<file path="src/rtl/wrlvl_pkg.sv">
package wrlvl_pkg;

    typedef enum logic [3:0] {
        S_IDLE,
        S_MRS_OTH,
        S_MRD_WAIT,
        S_MRS_TGT,
        S_MOD_WAIT,
        S_ODT_WAIT,
        S_PREAMBLE,
        S_STB_HI,
        S_STB_LO,
        S_STEP_GAP,
        S_EXIT_MRS,
        S_EXIT_WAIT,
        S_DONE
    } wl_state_e;

    localparam int MR1_W    = 16;
    localparam int LVL_BIT  = 7;
    localparam int QOFF_BIT = 12;

    function automatic int max2(input int a, input int b);
        return (a > b) ? a : b;
    endfunction

    // termination codes usable while the leveled rank drives DQ
    function automatic logic rtt_allowed(input logic [2:0] code);
        return (code == 3'd1) || (code == 3'd2) || (code == 3'd3);
    endfunction

    function automatic logic [MR1_W-1:0] mr1_word(input logic lvl, input logic qoff,
                                                  input logic [2:0] rtt);
        logic [MR1_W-1:0] w;
        w           = '0;
        w[LVL_BIT]  = lvl;
        w[QOFF_BIT] = qoff;
        w[9]        = rtt[2];
        w[6]        = rtt[1];
        w[2]        = rtt[0];
        return w;
    endfunction

endpackage

</file>
<file path="src/rtl/wrlvl_timer.sv">
module wrlvl_timer #(
    parameter int CNT_W = 8
) (
    input  logic             clk,
    input  logic             rst_n,
    input  logic             load,
    input  logic [CNT_W-1:0] load_val,
    output logic             zero
);

    logic [CNT_W-1:0] cnt_q;

    always_ff @(posedge clk) begin
        if (!rst_n)             cnt_q <= '0;
        else if (load)          cnt_q <= load_val;
        else if (cnt_q != '0)   cnt_q <= cnt_q - 1'b1;
    end

    assign zero = (cnt_q == '0);

endmodule

</file>
<file path="src/rtl/wrlvl_tap.sv">
module wrlvl_tap #(
    parameter int TAP_W    = 4,
    parameter int TAP_INIT = 8
) (
    input  logic             clk,
    input  logic             rst_n,
    input  logic             clr,
    input  logic             smp,
    input  logic             fb,
    output logic [TAP_W-1:0] tap,
    output logic             lock,
    output logic             at_end
);

    localparam logic [TAP_W-1:0] TAP_MAX  = {TAP_W{1'b1}};
    localparam logic [TAP_W-1:0] TAP_RST  = TAP_W'(TAP_INIT);

    logic [TAP_W-1:0] tap_q;
    logic             first_q;
    logic             up_q;
    logic             eff_up;

    always_comb begin
        eff_up = first_q ? ~fb : up_q;
        lock   = ~first_q && (fb == up_q);
        at_end = ~lock && (eff_up ? (tap_q == TAP_MAX) : (tap_q == '0));
    end

    always_ff @(posedge clk) begin
        if (!rst_n || clr) begin
            tap_q   <= TAP_RST;
            first_q <= 1'b1;
            up_q    <= 1'b1;
        end else if (smp) begin
            first_q <= 1'b0;
            up_q    <= eff_up;
            if (lock) begin
                if (!up_q) tap_q <= tap_q + 1'b1;
            end else if (!at_end) begin
                tap_q <= eff_up ? tap_q + 1'b1 : tap_q - 1'b1;
            end
        end
    end

    assign tap = tap_q;


    tap_hold_chk: assert property (@(posedge clk) disable iff (!rst_n)
        (!$past(smp) && !$past(clr)) |-> $stable(tap_q));


    tap_step_chk: assert property (@(posedge clk) disable iff (!rst_n)
        smp |=> (tap_q == $past(tap_q) || tap_q == $past(tap_q) + 1'b1
                 || tap_q == $past(tap_q) - 1'b1));

endmodule

</file>
<file path="src/rtl/wrlvl_ctrl.sv">
module wrlvl_ctrl
    import wrlvl_pkg::*;
#(
    parameter int NRANK     = 2,
    parameter int DQ_W      = 8,
    parameter int TAP_W     = 4,
    parameter int TAP_INIT  = 8,
    parameter int T_MRD     = 4,
    parameter int T_MOD     = 12,
    parameter int T_WLDQSEN = 25,
    parameter int T_WLMRD   = 40,
    parameter int T_DQSL    = 3,
    parameter int T_DQSH    = 3,
    parameter int T_WLO     = 7,
    parameter int T_WLOE    = 2,
    parameter int T_GAP     = 4,
    localparam int RANK_W   = (NRANK > 1) ? $clog2(NRANK) : 1
) (
    input  logic              clk,
    input  logic              rst_n,
    input  logic              start,
    input  logic [RANK_W-1:0] tgt_rank,
    input  logic              tgt_qoff,
    input  logic [2:0]        rtt_code,
    output logic              cmd_mrs,
    output logic [NRANK-1:0]  cmd_cs,
    output logic [MR1_W-1:0]  mr1_val,
    output logic              odt,
    output logic              dqs_oe,
    output logic              dqs_pulse,
    input  logic [DQ_W-1:0]   dq_fb,
    output logic [TAP_W-1:0]  tap,
    output logic              done,
    output logic              err
);

    localparam int T_PRE  = max2(max2(T_DQSL, T_WLMRD - T_MOD - T_WLDQSEN), 1);
    localparam int T_LO   = max2(max2(T_DQSL, T_WLO + T_WLOE - T_DQSH), 1);
    localparam int T_LONG = max2(max2(max2(T_MRD, T_MOD), max2(T_WLDQSEN, T_PRE)),
                                 max2(max2(T_DQSH, T_LO), T_GAP));
    localparam int CNT_W  = $clog2(T_LONG + 1);

    wl_state_e         state, state_n;
    logic              tmr_zero, tmr_load;
    logic [CNT_W-1:0]  tmr_val;
    logic [RANK_W-1:0] tgt_q;
    logic              qoff_q;
    logic [2:0]        rtt_q;
    logic              err_q;
    logic              accept, bad_cfg, smp, lock, at_end, fb_bit;
    logic [NRANK-1:0]  tgt_oh;

    assign accept  = (state == S_IDLE) && start;
    assign bad_cfg = ~tgt_qoff && ~rtt_allowed(rtt_code);
    assign smp     = (state == S_STB_LO) && tmr_zero;
    assign fb_bit  = |dq_fb;
    assign tgt_oh  = NRANK'(1) << tgt_q;

    wrlvl_timer #(.CNT_W(CNT_W)) i_timer (
        .clk      (clk),
        .rst_n    (rst_n),
        .load     (tmr_load),
        .load_val (tmr_val),
        .zero     (tmr_zero)
    );

    wrlvl_tap #(.TAP_W(TAP_W), .TAP_INIT(TAP_INIT)) i_tap (
        .clk    (clk),
        .rst_n  (rst_n),
        .clr    (accept),
        .smp    (smp),
        .fb     (fb_bit),
        .tap    (tap),
        .lock   (lock),
        .at_end (at_end)
    );

    // state register
    always_ff @(posedge clk) begin
        if (!rst_n) state <= S_IDLE;
        else        state <= state_n;
    end

    // captured configuration and sticky error
    always_ff @(posedge clk) begin
        if (!rst_n) begin
            tgt_q  <= '0;
            qoff_q <= 1'b0;
            rtt_q  <= '0;
            err_q  <= 1'b0;
        end else if (accept) begin
            tgt_q  <= tgt_rank;
            qoff_q <= tgt_qoff;
            rtt_q  <= rtt_code;
            err_q  <= bad_cfg;
        end else if (smp && at_end) begin
            err_q  <= 1'b1;
        end
    end

    // next state and wait length
    always_comb begin
        state_n = state;
        unique case (state)
            S_IDLE:      if (start) state_n = bad_cfg ? S_DONE
                                            : ((NRANK > 1) ? S_MRS_OTH : S_MRS_TGT);
            S_MRS_OTH:   state_n = S_MRD_WAIT;
            S_MRD_WAIT:  if (tmr_zero) state_n = S_MRS_TGT;
            S_MRS_TGT:   state_n = S_MOD_WAIT;
            S_MOD_WAIT:  if (tmr_zero) state_n = S_ODT_WAIT;
            S_ODT_WAIT:  if (tmr_zero) state_n = S_PREAMBLE;
            S_PREAMBLE:  if (tmr_zero) state_n = S_STB_HI;
            S_STB_HI:    if (tmr_zero) state_n = S_STB_LO;
            S_STB_LO:    if (tmr_zero) state_n = (lock || at_end) ? S_EXIT_MRS : S_STEP_GAP;
            S_STEP_GAP:  if (tmr_zero) state_n = S_STB_HI;
            S_EXIT_MRS:  state_n = S_EXIT_WAIT;
            S_EXIT_WAIT: if (tmr_zero) state_n = S_DONE;
            S_DONE:      state_n = S_IDLE;
            default:     state_n = S_IDLE;
        endcase

        tmr_load = (state_n != state);
        unique case (state_n)
            S_MRD_WAIT:  tmr_val = CNT_W'(T_MRD - 2);
            S_MOD_WAIT:  tmr_val = CNT_W'(T_MOD - 2);
            S_EXIT_WAIT: tmr_val = CNT_W'(T_MOD - 2);
            S_ODT_WAIT:  tmr_val = CNT_W'(T_WLDQSEN - 1);
            S_PREAMBLE:  tmr_val = CNT_W'(T_PRE - 1);
            S_STB_HI:    tmr_val = CNT_W'(T_DQSH - 1);
            S_STB_LO:    tmr_val = CNT_W'(T_LO - 1);
            S_STEP_GAP:  tmr_val = CNT_W'(T_GAP - 1);
            default:     tmr_val = '0;
        endcase
    end

    // outputs
    always_comb begin
        cmd_mrs   = 1'b0;
        cmd_cs    = '0;
        mr1_val   = '0;
        odt       = 1'b0;
        dqs_oe    = 1'b0;
        dqs_pulse = 1'b0;
        done      = 1'b0;
        unique case (state)
            S_MRS_OTH: begin
                cmd_mrs = 1'b1;
                cmd_cs  = ~tgt_oh;
                mr1_val = mr1_word(1'b1, 1'b1, rtt_q);
            end
            S_MRS_TGT: begin
                cmd_mrs = 1'b1;
                cmd_cs  = tgt_oh;
                mr1_val = mr1_word(1'b1, qoff_q, rtt_q);
            end
            S_ODT_WAIT: odt = 1'b1;
            S_PREAMBLE, S_STB_LO, S_STEP_GAP: begin
                odt    = 1'b1;
                dqs_oe = 1'b1;
            end
            S_STB_HI: begin
                odt       = 1'b1;
                dqs_oe    = 1'b1;
                dqs_pulse = 1'b1;
            end
            S_EXIT_MRS: begin
                cmd_mrs = 1'b1;
                cmd_cs  = '1;
                mr1_val = mr1_word(1'b0, 1'b0, rtt_q);
            end
            S_DONE:  done = 1'b1;
            default: ;
        endcase
    end

    assign err = err_q;


    lvl_nop_chk: assert property (@(posedge clk) disable iff (!rst_n)
        odt |-> !cmd_mrs);


    strobe_term_chk: assert property (@(posedge clk) disable iff (!rst_n)
        dqs_oe |-> odt);


    preamble_first_chk: assert property (@(posedge clk) disable iff (!rst_n)
        $rose(dqs_pulse) |-> $past(dqs_oe));


    done_quiet_chk: assert property (@(posedge clk) disable iff (!rst_n)
        done |-> (!odt && !dqs_oe && !cmd_mrs));

endmodule

</file>
<file path="config.mk">
export PLATFORM = sky130hd
export DESIGN_NAME = wrlvl_ctrl
export DESIGN_NICKNAME = d
export VERILOG_FILES = /design/src/rtl/wrlvl_pkg.sv /design/src/rtl/wrlvl_timer.sv /design/src/rtl/wrlvl_tap.sv /design/src/rtl/wrlvl_ctrl.sv
export SDC_FILE = /design/constraint.sdc
export NUM_CORES = 1
export LEC_CHECK = 0
export BUFFER_PORTS_ARGS = -buffer_cell sky130_fd_sc_hd__buf_2
export CORE_ASPECT_RATIO = 0.6
export CORE_UTILIZATION = 54
export CTS_BUF_LIST = sky130_fd_sc_hd__clkbuf_4
export CTS_CLUSTER_SIZE = 25
export DETAILED_ROUTE_END_ITERATION = 10
export MAX_ROUTING_LAYER = met4
export PLACE_DENSITY = 0.94
export SYNTH_ARGS = -nofsm -noshare
export SYNTH_HDL_FRONTEND = slang
export SYNTH_SLANG_ARGS = --single-unit
</file>
<file path="constraint.sdc">
create_clock -name clk -period 2.6 [get_ports clk]
set_input_delay 0.13 -clock clk [delete_from_list [all_inputs] [get_ports clk]]
set_output_delay 0.13 -clock clk [all_outputs]
set_load 0.05 [all_outputs]
</file>
==> qor.yml, run 1 <==
hold_path.class: "in -> reg"
drv_slew: 0
clk-insertion-delay-late_ps: 320
core-area_um2: 2650
ys_seq_elements: 21
ios: 44
synth_simple_gate_area_share_pct: 31.9
fmax_mhz: 401
start_util_pct: 60.1
synthDistinctLibCells: 62
synth_top_cells_by_area: "dfxtp_1 (26%), buf_4 (5.7%), nor2_1 (5.7%), mux2i_1 (4.4%), ha_1 (3.1%)"
synth.mux.area_fraction_pct: 6.54
avgSynthCellArea_um2: 8.07
vias: 1562
yosys.area.top_type: "dfxtp_1"
finalCriticalPeriod_ps: 2500
synth-edff-count: 0
cap_violations: 0
hold_violations: 0
power_density_nw_per_um2: 926
fin_setup_tns_ps: 0
synth_top_flop_cell: "dfxtp_1"
syn2layout_area_growth_pct: 16.2
antenna_found_initial: 0
use_met1_pct: 38.4
clkTransAtPathRegs_ps: 130
setup_violations: 0
fillers: 204
ir_drop_mv: 0.523
rows: 14
drtPass1Iterations: 4
tightest_slew_ps: 518
start_kind: "flop"
finalNetCount: 256
wire_per_inst_um: 14.0
post-route-period-util_pct: 96.0
h-tree-depth: 1
placedCellCount: 268
yosysWarnings: 0
yosys.area.top_type_share_pct: 26.5
dieArea_um2: 3170
use_met2_pct: 35.5
drt_iter0_drc: 134
rsz0062_at_grt: "no"
grt_pass1_wl_um: 6060
die_width_um: 72.0
syn_inst: 197
grt_pass1_vias: 1293
use_met3_pct: 5.69
stdcell_count: 275
endpoint_kind: "flop"
clock_sinks: 21
gp_congestion: 0.943
synth_seq_area_share_pct: 26.5
grt-busiest-layer: "met1"
slew_headroom_pct: 65.5
ant_nets: 0
yosys.area_share.xor_xnor_pct: 3.31
drive_above_1_share_pct: 29.8
required_ps: 2860
cts_tree: "done"
status: "completed"
io_buffers: 32
grt_max_degree: 15
skew_ps: 2.17
die_h_um: 44.0
synth_fa_ha_area_share_pct: 3.15
grt_overflow: 0
multi_input_area_um2: 1080
synth_top_family_by_area: "simple AND/OR/NAND/NOR gates"
synth_compound_gate_area_share_pct: 19.1
async_flop_share_pct: 0
cp.arrival_ps: 2760
routed_wl_um: 3840
post-route-drc-count: 0
clockRootBuffer: "clkbuf_4"
crit_fanout: 6
grt_usage_pct: 25.6
leakagePower_uw: 0.000849
avgViaCountPerCell: 5.68
synth_area_um2: 1590
regArea_um2: 420
numCtsBuffers: 3
hold_slack_ps: 42.3
cts_buffer_depth: 2
critPathKind: "reg -> reg"
dp_hpwl_um: 2870
n_antenna_cell: 0
-- cell families after synthesis --
logic type               after synthesis
multiplexers                          10
adder cells (fa/ha/maj)                4
other                                  1
AO/OA/AOI/OAI                         41
flip-flops                            21
AND/OR/NAND/NOR                       89
XOR/XNOR                               6
buffers and inverters                 25
-- where the power goes --
part | switching [µW] | leakage (µW) | internal (µW)
combinational | 627 | 0.000659 | 441
sequential | 87.3 | 0.000172 | 384
clock | 113 | 0.0000177 | 57.8
total | 827 | 0.000849 | 883
-- critical path, cell delays in order (launching register included) --
cell and delay [ps]:
dfxtp_1 350, inv_1 80, ha_2 190, or4b_4 500
buf_4 180, o21ai_2 100, o221ai_1 130, or2b_1 200
and3_1 180, or3b_1 380, a21oi_2 140
-- worst paths after layout --
kind | from | to | slack (ps) | depth (start not counted)
setup / recovery | i_timer.cnt_q[1] | i_timer.cnt_q[4] | 100 | 10
hold / removal | tgt_rank | tgt_q | 40 | 3
setup reg to reg | i_timer.cnt_q[1] | i_timer.cnt_q[4] | 100 | 10
hold reg to reg | rtt_q[1] | rtt_q[1] | 510 | 2
-- cell type report --
cell class / instances / area share [%]
timing repair buffer: 43 / 13.1
clock buffer: 3 / 1.22
clock inverter: 1 / 0.271
sequential: 21 / 22.8
inverter: 6 / 1.22
tap: 40 / 2.71
multi-input combinational: 161 / 58.7
-- cells in the mapped netlist (3+ instances only) --
| cell | number |
|---|---|
| and2_1 | 5 |
| xnor2_1 | 4 |
| nand2b_1 | 5 |
| nand3b_1 | 3 |
| buf_4 | 12 |
| and3_1 | 3 |
| nor2_1 | 24 |
| o21ai_0 | 4 |
| a21oi_1 | 8 |
| mux2i_1 | 7 |
| clkbuf_1 | 3 |
| nand2_1 | 13 |
| inv_1 | 6 |
| mux2_2 | 3 |
| nor2b_1 | 3 |
| o21a_1 | 4 |
| nor3_1 | 9 |
| dfxtp_1 | 21 |
| ha_1 | 4 |
| nand3_1 | 7 |
-- cells in the final DEF (no fill, tap or decap), types with 2 or more instances in the layout --
master,count
inv_1,5
o21ai_0,4
buf_2,32
dfxtp_1,21
o2111ai_1,2
nor2_1,24
a211oi_1,2
clkbuf_4,3
a21oi_1,7
nor3_1,9
buf_4,11
xor2_1,2
and3_2,2
ha_1,3
mux2i_1,7
nor2b_1,3
nor4_2,2
nand2_1,13
nand3_1,7
xnor2_1,4
and3_1,3
nand3b_1,3
mux2_2,3
and2_1,5
nand2b_1,5
conb_1,11
o21a_1,3
-- metrics by stage --
step                      util [%]  setup WS (ps)  cell area, µm²  power, µW
after floorplan                  -            207            1630       1250
after global placement        67.0            149            1770       1400
after detailed placement      67.0           29.6            1770       1430
after CTS                     68.1           35.1            1800       1600
after global routing          69.8           4.36            1850       1810
final                         69.8            104            1850       1710
-- timing repair --
action / in CTS / in global routing
pin swaps: 0 / 0
resized for setup: 1 / 5
setup endpoints to repair: 1 / 3
hold buffers: 0 / 0
buffers inserted: 0 / 3
gates cloned: 0 / 0
-- state kept, by name, indices dropped and copies added, names as in the netlist --
| signal | cells |
|---|---|
| i_timer.cnt_q | 5 |
| i_tap.tap | 4 |
| state | 4 |
| rtt_q | 3 |
| err | 1 |
| i_tap.first_q | 1 |
| i_tap.up_q | 1 |
| qoff_q | 1 |
| tgt_q | 1 |
-- layer usage --
metal / wire length [µm] / share of wire [%]
met2: 1650 / 43
met1: 1780 / 46
met4: 23 / 0.60
met3: 378 / 9.8
met5: 0 / 0
Power figures use the tool's default switching activity.
==> run 2, diff against run 1 <==
--- a/config.mk
+++ b/config.mk
@@ -7,12 +7,12 @@
 export LEC_CHECK = 0
 export BUFFER_PORTS_ARGS = -buffer_cell sky130_fd_sc_hd__buf_2
 export CORE_ASPECT_RATIO = 0.6
-export CORE_UTILIZATION = 54
+export CORE_UTILIZATION = 49
 export CTS_BUF_LIST = sky130_fd_sc_hd__clkbuf_4
 export CTS_CLUSTER_SIZE = 25
 export DETAILED_ROUTE_END_ITERATION = 10
 export MAX_ROUTING_LAYER = met4
-export PLACE_DENSITY = 0.94
+export PLACE_DENSITY = 0.91
 export SYNTH_ARGS = -nofsm -noshare
 export SYNTH_HDL_FRONTEND = slang
 export SYNTH_SLANG_ARGS = --single-unit
==> constraint.sdc (replaced) <==
create_clock -name clk -period 2.1 [get_ports clk]
set_input_delay 0.105 -clock clk [delete_from_list [all_inputs] [get_ports clk]]
set_output_delay 0.105 -clock clk [all_outputs]
set_load 0.05 [all_outputs]
==> run 2 against run 1 <==
Against the previous run: the flow now finishes with violations (hold timing, setup timing); final area is 22% higher; final cell count is 13% higher; via count is 17% higher; sequential cell count stayed put; worst hold slack worse by 53 ps; global-route usage is 7.7 points higher; first-iteration DRC count is 66% higher; clock skew is 11 ps higher.
==> qor.yml, run 2 (synthesis results as in run 1) <==
wire_per_inst_um: 17.7  # was 14.0 µm
avgViaCountPerCell: 5.89  # was 5.68
placed_area_um2: 2070  # was 1770 µm²
whs_path_depth: 3  # unchanged
rows: 15  # was 14
crit_fanout: 5  # was 6
start_util_pct: 53.6  # was 60.1%
cp_cell_sequence: "inv_2, ha_4, nor4b_4, buf_4, buf_6, nand2_4, a21o_2, a221o_1, a2111o_1, a311o_1, nand2_1"  # was inv_1, ha_2, or4b_4, buf_4, o21ai_2, o221ai_1, or2b_1, and3_1, or3b_1, a21oi_2
tightest_slew_ps: 524  # was 518 ps
gp_congestion: 1.00  # was 0.943
cts_tree: "done"  # unchanged
drive_above_1_share_pct: 45.4  # was 29.8%
endpoint_kind: "flop"  # unchanged
reg2regPathDepth: 11  # was 10
skew_ps: 13.1  # was 2.17 ps
fmax_mhz: 412  # was 401 MHz
grt_overflow: 0  # unchanged
power_density_nw_per_um2: 1260  # was 926 nW/µm²
post-route-period-util_pct: 116  # was 96.0%
vias: 1833  # was 1562
io_buffers: 32  # unchanged
hold_path.class: "in -> reg"  # unchanged
fin_area_um2: 2250  # was 1850 µm²
fillers: 186  # was 204
antenna_found_initial: 0  # unchanged
highest_layer: "met4"  # unchanged
slew_headroom_pct: 65.0  # was 65.5%
ant_nets: 0  # unchanged
dp_hpwl_um: 3570  # was 2870 µm
leakagePower_uw: 0.00105  # was 0.000849 µW
grt_pass1_wl_um: 8090  # was 6060 µm
r2r-start: "i_timer.cnt_q[0]"  # was i_timer.cnt_q[1]
cp_slowest_cell: "a221o_1"  # was or4b_4
drt_iter0_drc: 223  # was 134
die_width_um: 75.5  # was 72.0 µm
finalCriticalPeriod_ps: 2430  # was 2500 ps
met3_length_um: 608  # was 378 µm
clockRootBuffer: "clkbuf_4"  # unchanged
place_ws_ps: -284  # was 29.6 ps
grt_usage_pct: 33.4  # was 25.6%
setup_violations: 5  # was 0
drt-met1-wl_um: 2400  # was 1780 µm
hp-start: "tgt_rank"  # unchanged
status: "finished, violations left"  # was completed
clock_sinks: 21  # unchanged
h-tree-depth: 1  # unchanged
drtPass1Iterations: 6  # was 4
clk-insertion-delay-late_ps: 350  # was 320 ps
startpoint: "i_timer.cnt_q[0]"  # was i_timer.cnt_q[1]
ios: 44  # unchanged
largest_reg_flops: 5  # unchanged
critPathKind: "reg -> reg"  # unchanged
finalWorstSetupSlack_ps: -328  # was 104 ps
drv_slew: 0  # unchanged
cts_buffer_depth: 2  # unchanged
n_antenna_cell: 0  # unchanged
ir_drop_mv: 1.07  # was 0.523 mV
start_kind: "flop"  # unchanged
cap_violations: 0  # unchanged
post-route-drc-count: 0  # unchanged
finalNetCount: 290  # was 256
routed_wl_um: 5490  # was 3840 µm
hold_violations: 2  # was 0
slowest_delay_ps: 380  # was 500 ps
grt_max_degree: 15  # unchanged
required_ps: 2390  # was 2860 ps
hold_slack_ps: -10.4  # was 42.3 ps
stdcell_count: 311  # was 275
mostFrequentLayoutCells: "buf_4 (42), buf_2 (32), nor2_1 (23), dfxtp_1 (17), nand2_1 (13)"  # was buf_2 (32), nor2_1 (24), dfxtp_1 (21), nand2_1 (13)
total_power_uw: 2830  # was 1710 µW
rsz0062_at_grt: "yes"  # was no
cp.arrival_ps: 2720  # was 2760 ps
final_common_cell: "buf_4"  # was buf_2
grt_pass1_vias: 1615  # was 1293
dieArea_um2: 3480  # was 3170 µm²
die_h_um: 46.1  # was 44.0 µm
numCtsBuffers: 3  # unchanged
clkTransAtPathRegs_ps: 150  # was 130 ps
met2_length_um: 2340  # was 1650 µm
postCtsHoldBufs: 0  # unchanged
syn2layout_area_growth_pct: 41.7  # was 16.2%
placedCellCount: 302  # was 268
regMostFlops: "i_timer.cnt_q"  # unchanged
core-area_um2: 2970  # was 2650 µm²
violations: "hold timing, setup timing"
## run 2: changes by cell type in the layout (fill, tap and decap cells not counted), sizes merged
cell,before,now
buf,43,77
clkinvlp,0,1
clkinv,1,0
## run 2: report_power, final
part	switching (µW)	leakage (µW)	internal (µW)
registers	107	0.000173	480
clock network	165	0.0000139	73.5
logic	1080	0.000860	924
## run 2: layout make-up
cell class | instances | area (µm²) | area share, %
inverters | 6 | 22.5 | 1.00
well taps | 42 | 52.6 | 2.33
clock buffers | 3 | 22.5 | 1.00
repair buffers | 77 | 518 | 23.0
flip-flops and latches | 21 | 425 | 18.9
clock inverters | 1 | 7.51 | 0.334
multi-input cells | 161 | 1200 | 53.4
## run 2: what timing repair did
| item | 4_1_cts | 5_1_grt |
|---|---|---|
| resized for setup | 11 | 12 |
| endpoints found under the hold margin | 0 | 0 |
| setup buffers | 5 | 1 |
| endpoints found under the setup margin | 5 | 10 |
| pin swaps | 6 | 5 |
## run 2: worst paths after layout
check / slack (ps) / end
max reg2reg: -330 / i_timer.cnt_q[1]
min: -10 / tgt_q
min reg2reg: 510 / rtt_q[0]
max: -330 / i_timer.cnt_q[1]
## run 2: worst max-delay path, delay by kind of cell (launching register included)
| kind | cells | cell delay [ps] |
|---|---|---|
| adder cells (fa/ha/maj) | 1 | 140 |
| flip-flops | 1 | 370 |
| AND/OR/NAND/NOR | 3 | 310 |
| AO/OA/AOI/OAI | 4 | 1160 |
| buffers and inverters | 3 | 390 |
## run 2: metrics by stage
stage | util [%] | TNS [ps]
after floorplan | - | -205
after global placement | 69.8 | -763
after detailed placement | 69.8 | -977
after CTS | 73.9 | -794
after global routing | 75.9 | -1700
final | 75.9 | -1250
## run 2: layer usage
| metal | vias to the layer above | GRT usage [%] |
|---|---|---|
| li1 | 831 | - |
| met1 | 856 | 45.2 |
| met2 | 126 | 47.9 |
| met3 | 20 | 9.19 |
| met4 | 0 | 11.1 |
| met5 | - | - |
==> run 3, diff against run 2 <==
--- a/config.mk
+++ b/config.mk
@@ -7,12 +7,14 @@
 export LEC_CHECK = 0
 export BUFFER_PORTS_ARGS = -buffer_cell sky130_fd_sc_hd__buf_2
 export CORE_ASPECT_RATIO = 0.6
+export CORE_MARGIN = 4
 export CORE_UTILIZATION = 49
 export CTS_BUF_LIST = sky130_fd_sc_hd__clkbuf_4
 export CTS_CLUSTER_SIZE = 25
 export DETAILED_ROUTE_END_ITERATION = 10
 export MAX_ROUTING_LAYER = met4
 export PLACE_DENSITY = 0.91
+export RECOVER_POWER = 25
 export SYNTH_ARGS = -nofsm -noshare
 export SYNTH_HDL_FRONTEND = slang
 export SYNTH_SLANG_ARGS = --single-unit
==> run 3 against run 2 <==
Against the previous run: the flow finishes with violations (setup timing); die area up 22%; first-iteration DRC count rose by 28%; global-route usage fell by 7.5 points; sequential cell count unchanged; highest routed layer unchanged.
==> qor.yml, run 3 (synthesis results as in run 1) <==
status: "finished, violations left"  # unchanged
violations: "setup timing"  # was hold timing, setup timing
tightest_slew_ps: 625  # was 524 ps
slew_headroom_pct: 58.5  # was 65.0%
whs_path_depth: 2  # was 3
clkTransAtPathRegs_ps: 130  # was 150 ps
clock_sinks: 21  # unchanged
seq_power_share_pct: 20.8  # was 20.7%
grt_max_degree: 15  # unchanged
rsz0062_at_grt: "yes"  # unchanged
dp_hpwl_um: 3630  # was 3570 µm
grt_overflow: 0  # unchanged
fin_setup_tns_ps: -1240  # was -1250 ps
r2r-start: "i_timer.cnt_q[1]"  # was i_timer.cnt_q[0]
start_util_pct: 53.2  # was 53.6%
cp.arrival_ps: 2740  # was 2720 ps
fmax_mhz: 407  # was 412 MHz
fillers: 184  # was 186
finalWorstSetupSlack_ps: -357  # was -328 ps
die_width_um: 81.5  # was 75.5 µm
h-tree-depth: 1  # unchanged
rows: 15  # unchanged
hold_end: "i_tap.tap[3]"  # was tgt_q
reg2regPathDepth: 10  # was 11
placed_area_um2: 2000  # was 2070 µm²
hold_violations: 0  # was 2
critPathKind: "reg -> reg"  # unchanged
regArea_um2: 424  # was 425 µm²
p_sw_uw: 1360  # about the same
gp_congestion: 0.924  # was 1.00
grt_pass1_vias: 1705  # was 1615
leakagePower_uw: 0.00102  # was 0.00105 µW
endpoint_kind: "flop"  # unchanged
avgViaCountPerCell: 6.20  # was 5.89
drive_above_1_share_pct: 44.2  # was 45.4%
pwr-share-comb_pct: 71.6  # was 70.9%
cp_cell_sequence: "inv_2, ha_4, or4b_4, o21ai_2, o221ai_4, buf_6, nor2b_4, a2111o_1, a311o_1, nand2_1"  # was inv_2, ha_4, nor4b_4, buf_4, buf_6, nand2_4, a21o_2, a221o_1, a2111o_1, a311o_1, nand2_1
finalCriticalPeriod_ps: 2460  # was 2430 ps
cts_tree: "done"  # unchanged
postCtsHoldBufs: 0  # unchanged
post-route-drc-count: 0  # unchanged
cp_slowest_cell: "or4b_4"  # was a221o_1
final_common_cell: "buf_4"  # unchanged
wire_per_inst_um: 19.2  # was 17.7 µm
core-area_um2: 2980  # was 2970 µm²
setup_violations: 5  # unchanged
numCtsBuffers: 3  # unchanged
n_antenna_cell: 0  # unchanged
cap_violations: 0  # unchanged
clockRootBuffer: "clkbuf_4"  # unchanged
antenna_found_initial: 0  # unchanged
reg2reg_slack_ps: -360  # was -330 ps
finalNetCount: 286  # was 290
ir_drop_mv: 0.795  # was 1.07 mV
syn2layout_area_growth_pct: 40.4  # was 41.7%
cts_buffer_depth: 2  # unchanged
multi_input_area_um2: 1220  # was 1200 µm²
clk-insertion-delay-late_ps: 320  # was 350 ps
r2r-end: "i_timer.cnt_q[1]"  # unchanged
startpoint: "i_timer.cnt_q[1]"  # was i_timer.cnt_q[0]
largest_reg_flops: 5  # unchanged
dieArea_um2: 4250  # was 3480 µm²
start_kind: "flop"  # unchanged
ant_nets: 0  # unchanged
drtPass1Iterations: 5  # was 6
fin_area_um2: 2230  # was 2250 µm²
io_buffers: 32  # unchanged
grt_usage_pct: 25.8  # was 33.4%
regMostFlops: "i_timer.cnt_q"  # unchanged
total_power_uw: 2830  # about the same
hp-start: "rst_n"  # was tgt_rank
vias: 1903  # was 1833
skew_ps: 3.99  # was 13.1 ps
drt_iter0_drc: 286  # was 223
slowest_delay_ps: 520  # was 380 ps
hold_path.class: "in -> reg"  # unchanged
die_h_um: 52.1  # was 46.1 µm
ios: 44  # unchanged
routed_wl_um: 5890  # was 5490 µm
post-route-period-util_pct: 117  # was 116%
drv_slew: 0  # unchanged
required_ps: 2380  # was 2390 ps
crit_fanout: 6  # was 5
mostFrequentLayoutCells: "buf_4 (32), buf_2 (27), nor2_1 (22), dfxtp_1 (18), nand2_1 (13)"  # was buf_4 (42), buf_2 (32), nor2_1 (23), dfxtp_1 (17), nand2_1 (13)
grt_pass1_wl_um: 8100  # was 8090 µm
p_int_uw: 1470  # was 1480 µW
p_clk_share_pct: 7.5  # was 8.4%
p_sw_share_pct: 47.9  # about the same
power_density_nw_per_um2: 1270  # was 1260 nW/µm²
## run 3: changes by cell type in the layout (fill, tap and decap cells not counted), sizes merged
cell	previous run	this run
clkbuf	3	9
buf	77	67
clkinvlp	1	0
clkinv	0	1
## run 3: worst max-delay path: cells and delay by family (launching register included)
family / cells / cell delay (ps)
fa+ha+maj: 1 / 140
compound gates: 4 / 1000
simple gates: 3 / 710
flops: 1 / 360
buf+inv: 2 / 200
## run 3: cell type report
cell class / instances / area share, %
multi-input cells: 161 / 54.5
repair buffers: 73 / 21.9
flip-flops and latches: 21 / 19.0
well taps: 42 / 2.36
clock buffers: 3 / 1.01
inverters: 6 / 1.01
clock inverters: 1 / 0.224
## run 3: worst max-delay path by stage
stage               depth (start not counted)  slack (ps)                to
floorplan                                   9        -130  i_timer.cnt_q[1]
global placement                           11        -200  i_timer.cnt_q[4]
detailed placement                          9        -310  i_timer.cnt_q[1]
CTS                                         9        -300  i_timer.cnt_q[1]
global route                               10        -470  i_timer.cnt_q[1]
finish                                     10        -360  i_timer.cnt_q[1]
## run 3: through the flow
step	std cells	hold slack [ps]	worst slack (ps)	utilization, %
2_1_floorplan	207	177	-131	-
3_3_place_gp	294	341	-201	66.9
3_5_place_dp	294	343	-310	66.9
4_1_cts	305	8.52	-298	71.4
5_1_grt	307	14.1	-472	74.8
6_report	307	22.7	-357	74.8
## run 3: what timing repair did
action                     4_1_cts  5_1_grt
setup buffers                    7        5
setup endpoints to repair        5       13
gates resized for setup         10       23
gates cloned                     0        0
pin swaps                        4       17
## run 3: per-layer routing
metal | vias up | routed length (µm) | track usage [%]
met5 | - | 0 | -
met3 | 42 | 697 | 7.09
met1 | 883 | 2310 | 32.9
li1 | 817 | - | -
met4 | 0 | 222 | 4.49
met2 | 161 | 2670 | 41.6
## run 3: power by group through the flow
stage               registers, µW  clock network [µW]  logic, µW
floorplan                     590                   0       1000
global placement              576                   0       1450
detailed placement            582                   0       1500
CTS                           574                 210       1750
global route                  600                 226       2130
finish                        590                 213       2030
